--- src/rtl/coh_pkg.sv ---
package coh_pkg;
    typedef enum logic [2:0] {
        ST_IDLE,
        ST_REJECT,
        ST_SNOOP,
        ST_WBACK,
        ST_XFER,
        ST_MERGE,
        ST_DONE
    } coh_state_e;
endpackage

--- src/rtl/coh_range_chk.sv ---
module coh_range_chk #(
    parameter int AW    = 16,
    parameter int LEN_W = 6,
    parameter int BOFF  = 2
) (
    input  logic [AW-1:0]    addr,
    input  logic [LEN_W-1:0] len,
    input  logic [AW-1:0]    base,
    input  logic [AW-1:0]    last,
    output logic             bad
);
    localparam int PADW = AW + 1 - LEN_W;

    logic [AW:0] span_bytes;
    logic [AW:0] span_end;
    logic        zero_len;
    logic        past_top;
    logic        overlap;

    always_comb begin
        span_bytes = {{PADW{1'b0}}, len} << BOFF;
        span_end   = {1'b0, addr} + span_bytes - {{AW{1'b0}}, 1'b1};
        zero_len   = (len == '0);
        past_top   = span_end[AW];
        overlap    = (addr <= last) && (span_end[AW-1:0] >= base);
        bad        = zero_len || past_top || overlap;
    end
endmodule

--- src/rtl/coh_snoop_track.sv ---
module coh_snoop_track (
    input  logic clk,
    input  logic rst_n,
    input  logic start,
    input  logic need_ic,
    input  logic dc_ack,
    input  logic dc_dirty,
    input  logic ic_ack,
    output logic dc_pend,
    output logic ic_pend,
    output logic dirty,
    output logic wb_load
);
    always_ff @(posedge clk or negedge rst_n) begin
        if (!rst_n) begin
            dc_pend <= 1'b0;
            ic_pend <= 1'b0;
            dirty   <= 1'b0;
        end else if (start) begin
            dc_pend <= 1'b1;
            ic_pend <= need_ic;
            dirty   <= 1'b0;
        end else begin
            if (dc_pend && dc_ack) begin
                dc_pend <= 1'b0;
                dirty   <= dc_dirty;
            end
            if (ic_pend && ic_ack) begin
                ic_pend <= 1'b0;
            end
        end
    end

    assign wb_load = dc_pend && dc_ack && dc_dirty;

    // a new line is never started while the previous one is still open
    p_start_idle_r5: assert property (@(posedge clk) disable iff (!rst_n)
        start |-> (!dc_pend && !ic_pend));
endmodule

--- src/rtl/coh_line_buf.sv ---
module coh_line_buf #(
    parameter int WORDS = 16,
    parameter int DW    = 32,
    parameter int OFF_W = 4
) (
    input  logic                clk,
    input  logic                rst_n,
    input  logic                ld,
    input  logic [WORDS*DW-1:0] ld_data,
    input  logic                wr,
    input  logic [OFF_W-1:0]    wr_idx,
    input  logic [DW-1:0]       wr_data,
    input  logic [OFF_W-1:0]    rd_idx,
    output logic [DW-1:0]       rd_data
);
    logic [DW-1:0] word_q [WORDS];

    for (genvar i = 0; i < WORDS; i++) begin : g_word
        always_ff @(posedge clk or negedge rst_n) begin
            if (!rst_n) begin
                word_q[i] <= '0;
            end else if (wr && (wr_idx == OFF_W'(i))) begin
                word_q[i] <= wr_data;
            end else if (ld) begin
                word_q[i] <= ld_data[i*DW +: DW];
            end
        end
    end

    assign rd_data = word_q[rd_idx];
endmodule

--- src/rtl/coh_dma_snoop.sv ---
module coh_dma_snoop
    import coh_pkg::*;
#(
    parameter int AW         = 16,
    parameter int DW         = 32,
    parameter int LINE_BYTES = 64,
    parameter int LEN_W      = 6,
    localparam int WB        = DW / 8,
    localparam int BOFF      = $clog2(WB),
    localparam int WORDS     = LINE_BYTES / WB,
    localparam int OFF_W     = $clog2(WORDS),
    localparam int LOFF      = $clog2(LINE_BYTES),
    localparam int LINE_W    = AW - LOFF,
    localparam int WA_W      = AW - BOFF,
    localparam int LINE_BITS = LINE_BYTES * 8
) (
    input  logic                 clk,
    input  logic                 rst_n,
    input  logic [AW-1:0]        cfg_l2c_base,
    input  logic [AW-1:0]        cfg_l2c_last,
    input  logic                 cfg_rd_inval,
    input  logic                 dma_req_valid,
    output logic                 dma_req_ready,
    input  logic                 dma_req_write,
    input  logic [AW-1:0]        dma_req_addr,
    input  logic [LEN_W-1:0]     dma_req_len,
    output logic                 dma_wready,
    input  logic [DW-1:0]        dma_wdata,
    output logic                 dma_rvalid,
    output logic [DW-1:0]        dma_rdata,
    output logic                 dma_rsp_valid,
    output logic                 dma_rsp_err,
    output logic                 dc_snp_valid,
    output logic                 dc_snp_inv,
    output logic [LINE_W-1:0]    dc_snp_line,
    input  logic                 dc_snp_ack,
    input  logic                 dc_snp_dirty,
    input  logic [LINE_BITS-1:0] dc_snp_wb_data,
    output logic                 ic_inv_valid,
    output logic [LINE_W-1:0]    ic_inv_line,
    input  logic                 ic_inv_ack,
    output logic                 sram_en,
    output logic                 sram_we,
    output logic [WA_W-1:0]      sram_addr,
    output logic [DW-1:0]        sram_wdata,
    input  logic [DW-1:0]        sram_rdata
);
    coh_state_e state_q, state_d;

    logic              cur_write;
    logic              cur_rinv;
    logic [WA_W-1:0]   cur_wa;
    logic [LEN_W-1:0]  rem;
    logic [LINE_W-1:0] line_q;
    logic [OFF_W-1:0]  cnt;
    logic              rvalid_q;

    logic              req_bad;
    logic              accept;
    logic              snp_start;
    logic              dc_pend, ic_pend, line_dirty, wb_load;
    logic              snp_done;
    logic              last_beat, last_in_line, line_end;
    logic              merge_mode;
    logic              buf_wr;
    logic [DW-1:0]     buf_rd;

    coh_range_chk #(.AW(AW), .LEN_W(LEN_W), .BOFF(BOFF)) u_range (
        .addr (dma_req_addr),
        .len  (dma_req_len),
        .base (cfg_l2c_base),
        .last (cfg_l2c_last),
        .bad  (req_bad)
    );

    coh_snoop_track u_track (
        .clk      (clk),
        .rst_n    (rst_n),
        .start    (snp_start),
        .need_ic  (accept ? dma_req_write : cur_write),
        .dc_ack   (dc_snp_ack),
        .dc_dirty (dc_snp_dirty),
        .ic_ack   (ic_inv_ack),
        .dc_pend  (dc_pend),
        .ic_pend  (ic_pend),
        .dirty    (line_dirty),
        .wb_load  (wb_load)
    );

    coh_line_buf #(.WORDS(WORDS), .DW(DW), .OFF_W(OFF_W)) u_buf (
        .clk     (clk),
        .rst_n   (rst_n),
        .ld      (wb_load),
        .ld_data (dc_snp_wb_data),
        .wr      (buf_wr),
        .wr_idx  (cur_wa[OFF_W-1:0]),
        .wr_data (dma_wdata),
        .rd_idx  (cnt),
        .rd_data (buf_rd)
    );

    // ---------------- control decode ----------------
    always_comb begin
        accept       = (state_q == ST_IDLE) && dma_req_valid && !req_bad;
        snp_done     = (state_q == ST_SNOOP) && !dc_pend && !ic_pend;
        last_beat    = (rem == LEN_W'(1));
        last_in_line = &cur_wa[OFF_W-1:0];
        line_end     = last_beat || last_in_line;
        merge_mode   = cur_write && line_dirty;
        buf_wr       = (state_q == ST_XFER) && merge_mode;
        snp_start    = accept ||
                       ((state_q == ST_XFER) && line_end && !last_beat && !merge_mode) ||
                       ((state_q == ST_MERGE) && (&cnt) && (rem != '0));
    end

    // ---------------- next state ----------------
    always_comb begin
        state_d = state_q;
        unique case (state_q)
            ST_IDLE: begin
                if (dma_req_valid) begin
                    state_d = req_bad ? ST_REJECT : ST_SNOOP;
                end
            end
            ST_REJECT: state_d = ST_IDLE;
            ST_SNOOP: begin
                if (snp_done) begin
                    state_d = (line_dirty && !cur_write) ? ST_WBACK : ST_XFER;
                end
            end
            ST_WBACK: begin
                if (&cnt) state_d = ST_XFER;
            end
            ST_XFER: begin
                if (line_end) begin
                    if (merge_mode)     state_d = ST_MERGE;
                    else if (last_beat) state_d = ST_DONE;
                    else                state_d = ST_SNOOP;
                end
            end
            ST_MERGE: begin
                if (&cnt) state_d = (rem == '0) ? ST_DONE : ST_SNOOP;
            end
            ST_DONE: state_d = ST_IDLE;
            default: state_d = ST_IDLE;
        endcase
    end

    // ---------------- state register ----------------
    always_ff @(posedge clk or negedge rst_n) begin
        if (!rst_n) state_q <= ST_IDLE;
        else        state_q <= state_d;
    end

    // ---------------- datapath registers ----------------
    always_ff @(posedge clk or negedge rst_n) begin
        if (!rst_n) begin
            cur_write <= 1'b0;
            cur_rinv  <= 1'b0;
            cur_wa    <= '0;
            rem       <= '0;
            line_q    <= '0;
            cnt       <= '0;
            rvalid_q  <= 1'b0;
        end else begin
            rvalid_q <= (state_q == ST_XFER) && !cur_write;
            if (accept) begin
                cur_write <= dma_req_write;
                cur_rinv  <= cfg_rd_inval;
                cur_wa    <= dma_req_addr[AW-1:BOFF];
                rem       <= dma_req_len;
            end
            if (state_q == ST_SNOOP) begin
                line_q <= cur_wa[WA_W-1:OFF_W];
            end
            if (state_q == ST_XFER) begin
                cur_wa <= cur_wa + WA_W'(1);
                rem    <= rem - LEN_W'(1);
            end
            if ((state_q == ST_WBACK) || (state_q == ST_MERGE)) begin
                cnt <= cnt + OFF_W'(1);
            end
        end
    end

    // ---------------- outputs ----------------
    always_comb begin
        dma_req_ready = (state_q == ST_IDLE);
        dma_wready    = (state_q == ST_XFER) && cur_write;
        dma_rvalid    = rvalid_q;
        dma_rdata     = sram_rdata;
        dma_rsp_valid = (state_q == ST_REJECT) || (state_q == ST_DONE);
        dma_rsp_err   = (state_q == ST_REJECT);
        dc_snp_valid  = dc_pend;
        dc_snp_inv    = cur_write || cur_rinv;
        dc_snp_line   = cur_wa[WA_W-1:OFF_W];
        ic_inv_valid  = ic_pend;
        ic_inv_line   = cur_wa[WA_W-1:OFF_W];
        sram_en       = 1'b0;
        sram_we       = 1'b0;
        sram_addr     = cur_wa;
        sram_wdata    = dma_wdata;
        unique case (state_q)
            ST_WBACK, ST_MERGE: begin
                sram_en    = 1'b1;
                sram_we    = 1'b1;
                sram_addr  = {line_q, cnt};
                sram_wdata = buf_rd;
            end
            ST_XFER: begin
                sram_en = !merge_mode;
                sram_we = cur_write;
            end
            default: begin
                sram_en = 1'b0;
            end
        endcase
    end

    // ---------------- assertions ----------------
    p_reject_quiet_r1: assert property (@(posedge clk) disable iff (!rst_n)
        dma_rsp_err |-> (!sram_en && !dc_snp_valid && !ic_inv_valid && !dma_wready));

    // a keep-valid (read) snoop is never paired with an instruction invalidate
    p_read_no_ic_r3: assert property (@(posedge clk) disable iff (!rst_n)
        (dc_snp_valid && !dc_snp_inv) |-> !ic_inv_valid);

    p_snoop_hold_r4: assert property (@(posedge clk) disable iff (!rst_n)
        (dc_snp_valid && !dc_snp_ack) |=> (dc_snp_valid && $stable(dc_snp_line)));

    p_no_data_in_snoop_r5: assert property (@(posedge clk) disable iff (!rst_n)
        (dc_snp_valid || ic_inv_valid) |-> (!dma_wready && !sram_en));

    p_rsp_pulse_r10: assert property (@(posedge clk) disable iff (!rst_n)
        dma_rsp_valid |=> !dma_rsp_valid);
endmodule

--- config.mk ---
export PLATFORM = sky130hd
export DESIGN_NAME = coh_dma_snoop
export DESIGN_NICKNAME = d
export VERILOG_FILES = /design/src/rtl/coh_pkg.sv /design/src/rtl/coh_range_chk.sv /design/src/rtl/coh_snoop_track.sv /design/src/rtl/coh_line_buf.sv /design/src/rtl/coh_dma_snoop.sv
export SDC_FILE = /design/constraint.sdc
export NUM_CORES = 2
export LEC_CHECK = 0
export BUFFER_PORTS_ARGS = -buffer_cell sky130_fd_sc_hd__buf_4
export CAP_MARGIN = 20
export CORE_AREA = 2 2 288 290
export CTS_CLUSTER_SIZE = 40
export DETAILED_ROUTE_END_ITERATION = 10
export DIE_AREA = 0 0 290 292
export SLEW_MARGIN = 40
export SYNTH_ARGS = -nofsm -noshare
export SYNTH_HDL_FRONTEND = slang
export SYNTH_SLANG_ARGS = --single-unit
--- constraint.sdc ---
create_clock -name clk -period 5.4 [get_ports clk]
set_input_delay 0.54 -clock clk [delete_from_list [all_inputs] [get_ports clk]]
set_output_delay 0.54 -clock clk [all_outputs]
set_load 0.1 [all_outputs]
==> results.py <==
metrics = {
    "outcome": {
        "status": "finished, final reports clean",
    },
    "cells_and_area": {
        "fillCellCount": 7730,
        "layout_commonest_cell": "nand2_1",
        "most-common-layout-cells": "1102 x nand2_1, 711 x buf_4, 555 x nor2_1",
        "area_delta_synth_final_pct": 23.5,
        "layout-drive-gt1-share": 0.245,
        "finish.utilization": 0.483,
        "final_nets": 4861,
    },
    "setup_path": {
        "path_cells": "buf_4 > inv_1 > ha_1 > inv_1 > fa_1 > nor2b_1 > o21a_1 > o21ai_0 > a31oi_1 > a21bo_2 > a21oi_1 > xnor2_1 > ha_1 > a21o_1 > a21o_1 > a221o_1 > o22a_1 > nor2_2 > buf_4 > o211ai_1",
        "worstSetupStartpointType": "input pin",
        "cpPeakStageDelay_ps": 530,
        "cp_num_buf_inv": 4,
        "timing.rr.end": "u_buf.word_q[114]",
        "reg2reg_from": "state_q[2]",
        "path_max_fanout": 14,
        "critPathSlowestCell": "a31oi_1",
        "required_ps": 5880,
        "worst-r2r-cell-count": 8,
        "path_class": "input pin to register",
        "cp.arrival_ps": 4810,
        "cp-end-kind": "register",
        "r2r_slack_ps": 2170,
        "path_delay_family": "compound AO/OA/AOI/OAI gates",
    },
    "sta": {
        "setup_viol": 0,
        "timing.final.hold_violations": 0,
        "fmax_ghz": 0.231,
        "maxSlewViolCount": 0,
        "relSlewSlack": 0.412,
        "finalSetupTns_ps": 0,
        "rsz0062_at_grt": "no",
        "period_share": 0.802,
        "tightest_slew_ps": 858,
        "clock_skew_ps": 27.4,
        "layout_min_cycle_time_ps": 4330,
    },
    "floorplan": {
        "core_area_um2": 81600,
        "die_x_um": 290,
        "rows": 105,
        "dieHeight_um": 292,
        "initial_core_util": 0.391,
        "dieArea_um2": 84700,
        "ios": 746,
    },
    "detailed_routing": {
        "routedWlPerCell_um": 24.7,
        "drc": 0,
        "wl_mm": 131,
        "ant_nets": 0,
        "drt_pre_antenna_iters": 6,
        "drt-initial-drc-count": 3413,
        "viasPerCell": 5.71,
        "num_vias": 30200,
    },
    "pwr": {
        "leakage_uw": 0.0182,
        "power.density_nw_per_um2": 559,
        "ir_drop_mv": 0.378,
    },
    "yosys": {
        "ys_seq_area_frac": 0.435,
        "synth-async-reset-ratio": 1.00,
        "synth_area_leaders": "dfrtp_1 43%, nand2_1 13%, a31oi_1 10%",
        "synth_edf_count": 0,
        "avgSynthCellArea_um2": 8.51,
        "syn_area_um2": 31900,
        "syn_nets": 4454,
        "synth-seq-cells": 555,
        "synth_largest_area_cell": "dfrtp_1",
        "synth_top_flop_cell": "dfrtp_1",
        "syn_inst": 3754,
        "yosysUniqueCellTypes": 67,
        "yosys_warnings": 0,
        "synth_top_area_share": 0.435,
    },
    "worst_hold_path": {
        "hold_path_class": "input pin to register",
        "holdPathEnd": "u_buf.word_q[52]",
        "hold_depth": 3,
        "hold_start": "dc_snp_wb_data[468]",
    },
    "clock_tree": {
        "path_clk_slew_ps": 60,
        "tritoncts": "yes",
        "numCtsBuffers": 67,
        "insertion_delay_ps": 630,
        "cts_buffer_depth": 3,
        "cts.sinks": 555,
        "ctsHtreeMaxLevel": 3,
        "root_buffer": "clkbuf_16",
        "cts_resized": 0,
    },
    "global_routing": {
        "grt-ovfl-total": 0,
        "grt_pass1_vias": 28800,
        "grt.total_usage": 0.302,
        "antenna_found_initial": 29,
        "grt_max_degree": 182,
        "grt_pass1_wl_mm": 192,
    },
    "flow_run": {
        "maxCapViolations": 0,
    },
    "placement": {
        "place.gp.congestion": 0.936,
        "portBuffers": 681,
        "place_hpwl_mm": 94.4,
    },
}
-- cell usage after synthesis (3+ instances only) --
library cell,number
nand2_1,1103
dfrtp_1,555
nor2_1,555
a31oi_1,526
clkbuf_1,227
mux4_2,142
buf_2,79
inv_1,74
ha_1,61
buf_4,53
o21ai_0,53
a21oi_1,51
mux2i_1,37
buf_1,30
mux2_2,17
nand2_2,16
nand3_1,15
xnor2_1,14
o21ai_1,13
nand2b_1,11
and3_1,10
and2_1,9
mux2_4,8
nand4_1,8
nor3_1,7
a21o_1,6
and4_1,6
o211ai_1,6
nand3b_1,5
nor2b_1,5
a211oi_1,4
o221a_1,3
or3_1,3
-- worst register-to-register path: cells and delay by family (launching register included) --
family / cells / cell delay [ps]
simple gates: 6 / 1920
flops: 1 / 630
buf+inv: 1 / 490
compound gates: 1 / 70
-- per-layer routing --
metal / global-route usage / share of wire
met1: 0.437 / 0.44
met2: 0.450 / 0.45
met3: 0.0634 / 0.089
met4: 0.0964 / 0.030
met5: 0 / 0.00070
-- area by class of cell --
| type | instances | area (um^2) | share of cell area |
|---|---|---|---|
| tap | 1070 | 1340 | 0.0339 |
| antenna | 16 | 40.0 | 0.00102 |
| sequential | 555 | 13900 | 0.352 |
| timing repair buffer | 730 | 5730 | 0.145 |
| clock buffer | 99 | 1920 | 0.0486 |
| multi-input combinational | 2733 | 16000 | 0.407 |
| inverter | 74 | 278 | 0.00704 |
| clock inverter | 19 | 206 | 0.00523 |
-- worst max path at each step --
stage	from	end	slack, ps	depth (start not counted)
2_1_floorplan	dma_req_addr[3]	cur_rinv	1170	18
3_3_place_gp	dma_req_addr[1]	cur_wa[13]	630	20
3_5_place_dp	dma_req_addr[1]	cur_wa[5]	570	20
4_1_cts	cnt[0]	sram_wdata[9]	1170	5
5_1_grt	dma_req_addr[1]	cur_wa[5]	850	20
6_report	dma_req_addr[1]	cur_wa[5]	1070	20
-- stage by stage --
stage               hold slack [ps]  instance area, um^2  cells  worst slack [ps]  power, uW
finish                          168                39400   5296              1070      22100
floorplan                       244                31900   3754              1170      14600
CTS                             142                39300   5278              1170      22000
global route                    155                39400   5296               852      23200
global placement                489                37100   5158               634      17300
detailed placement              496                37200   5159               570      17500
-- repair_timing --
action	CTS	global route
buffers inserted	0	0
endpoints found under the hold margin	70	0
hold buffers	1	0
-- state kept, by name (all words and copies together), names as in the netlist --
signal,cells
u_buf.word_q,512
u_track.dc_pend,1
u_track.ic_pend,1
u_track.dirty,1
cnt,4
cur_write,1
cur_wa,14
dma_rvalid,1
line_q,10
cur_rinv,1
state_q,3
rem,6
-- kinds of logic (layout without fill, tap and decap cells) --
kind of cell	count (synthesis)	count (layout)	synth area share
AND/OR/NAND/NOR	1764	1764	0.216
AO/OA/AOI/OAI	687	687	0.133
flip-flops	555	555	0.435
buffers and inverters	466	922	0.0649
multiplexers	204	204	0.122
adder cells (fa/ha/maj)	62	62	0.0245
XOR/XNOR	16	16	0.00439
other	0	16	0
-- power breakdown --
group          switching [uW]  total, uW  internal, uW
Combinational            5710       9830          4120
Sequential               1560       7770          6210
Clock                    1930       4460          2530
Total                    9200      22100         12900
Power figures use the tool's default switching activity.
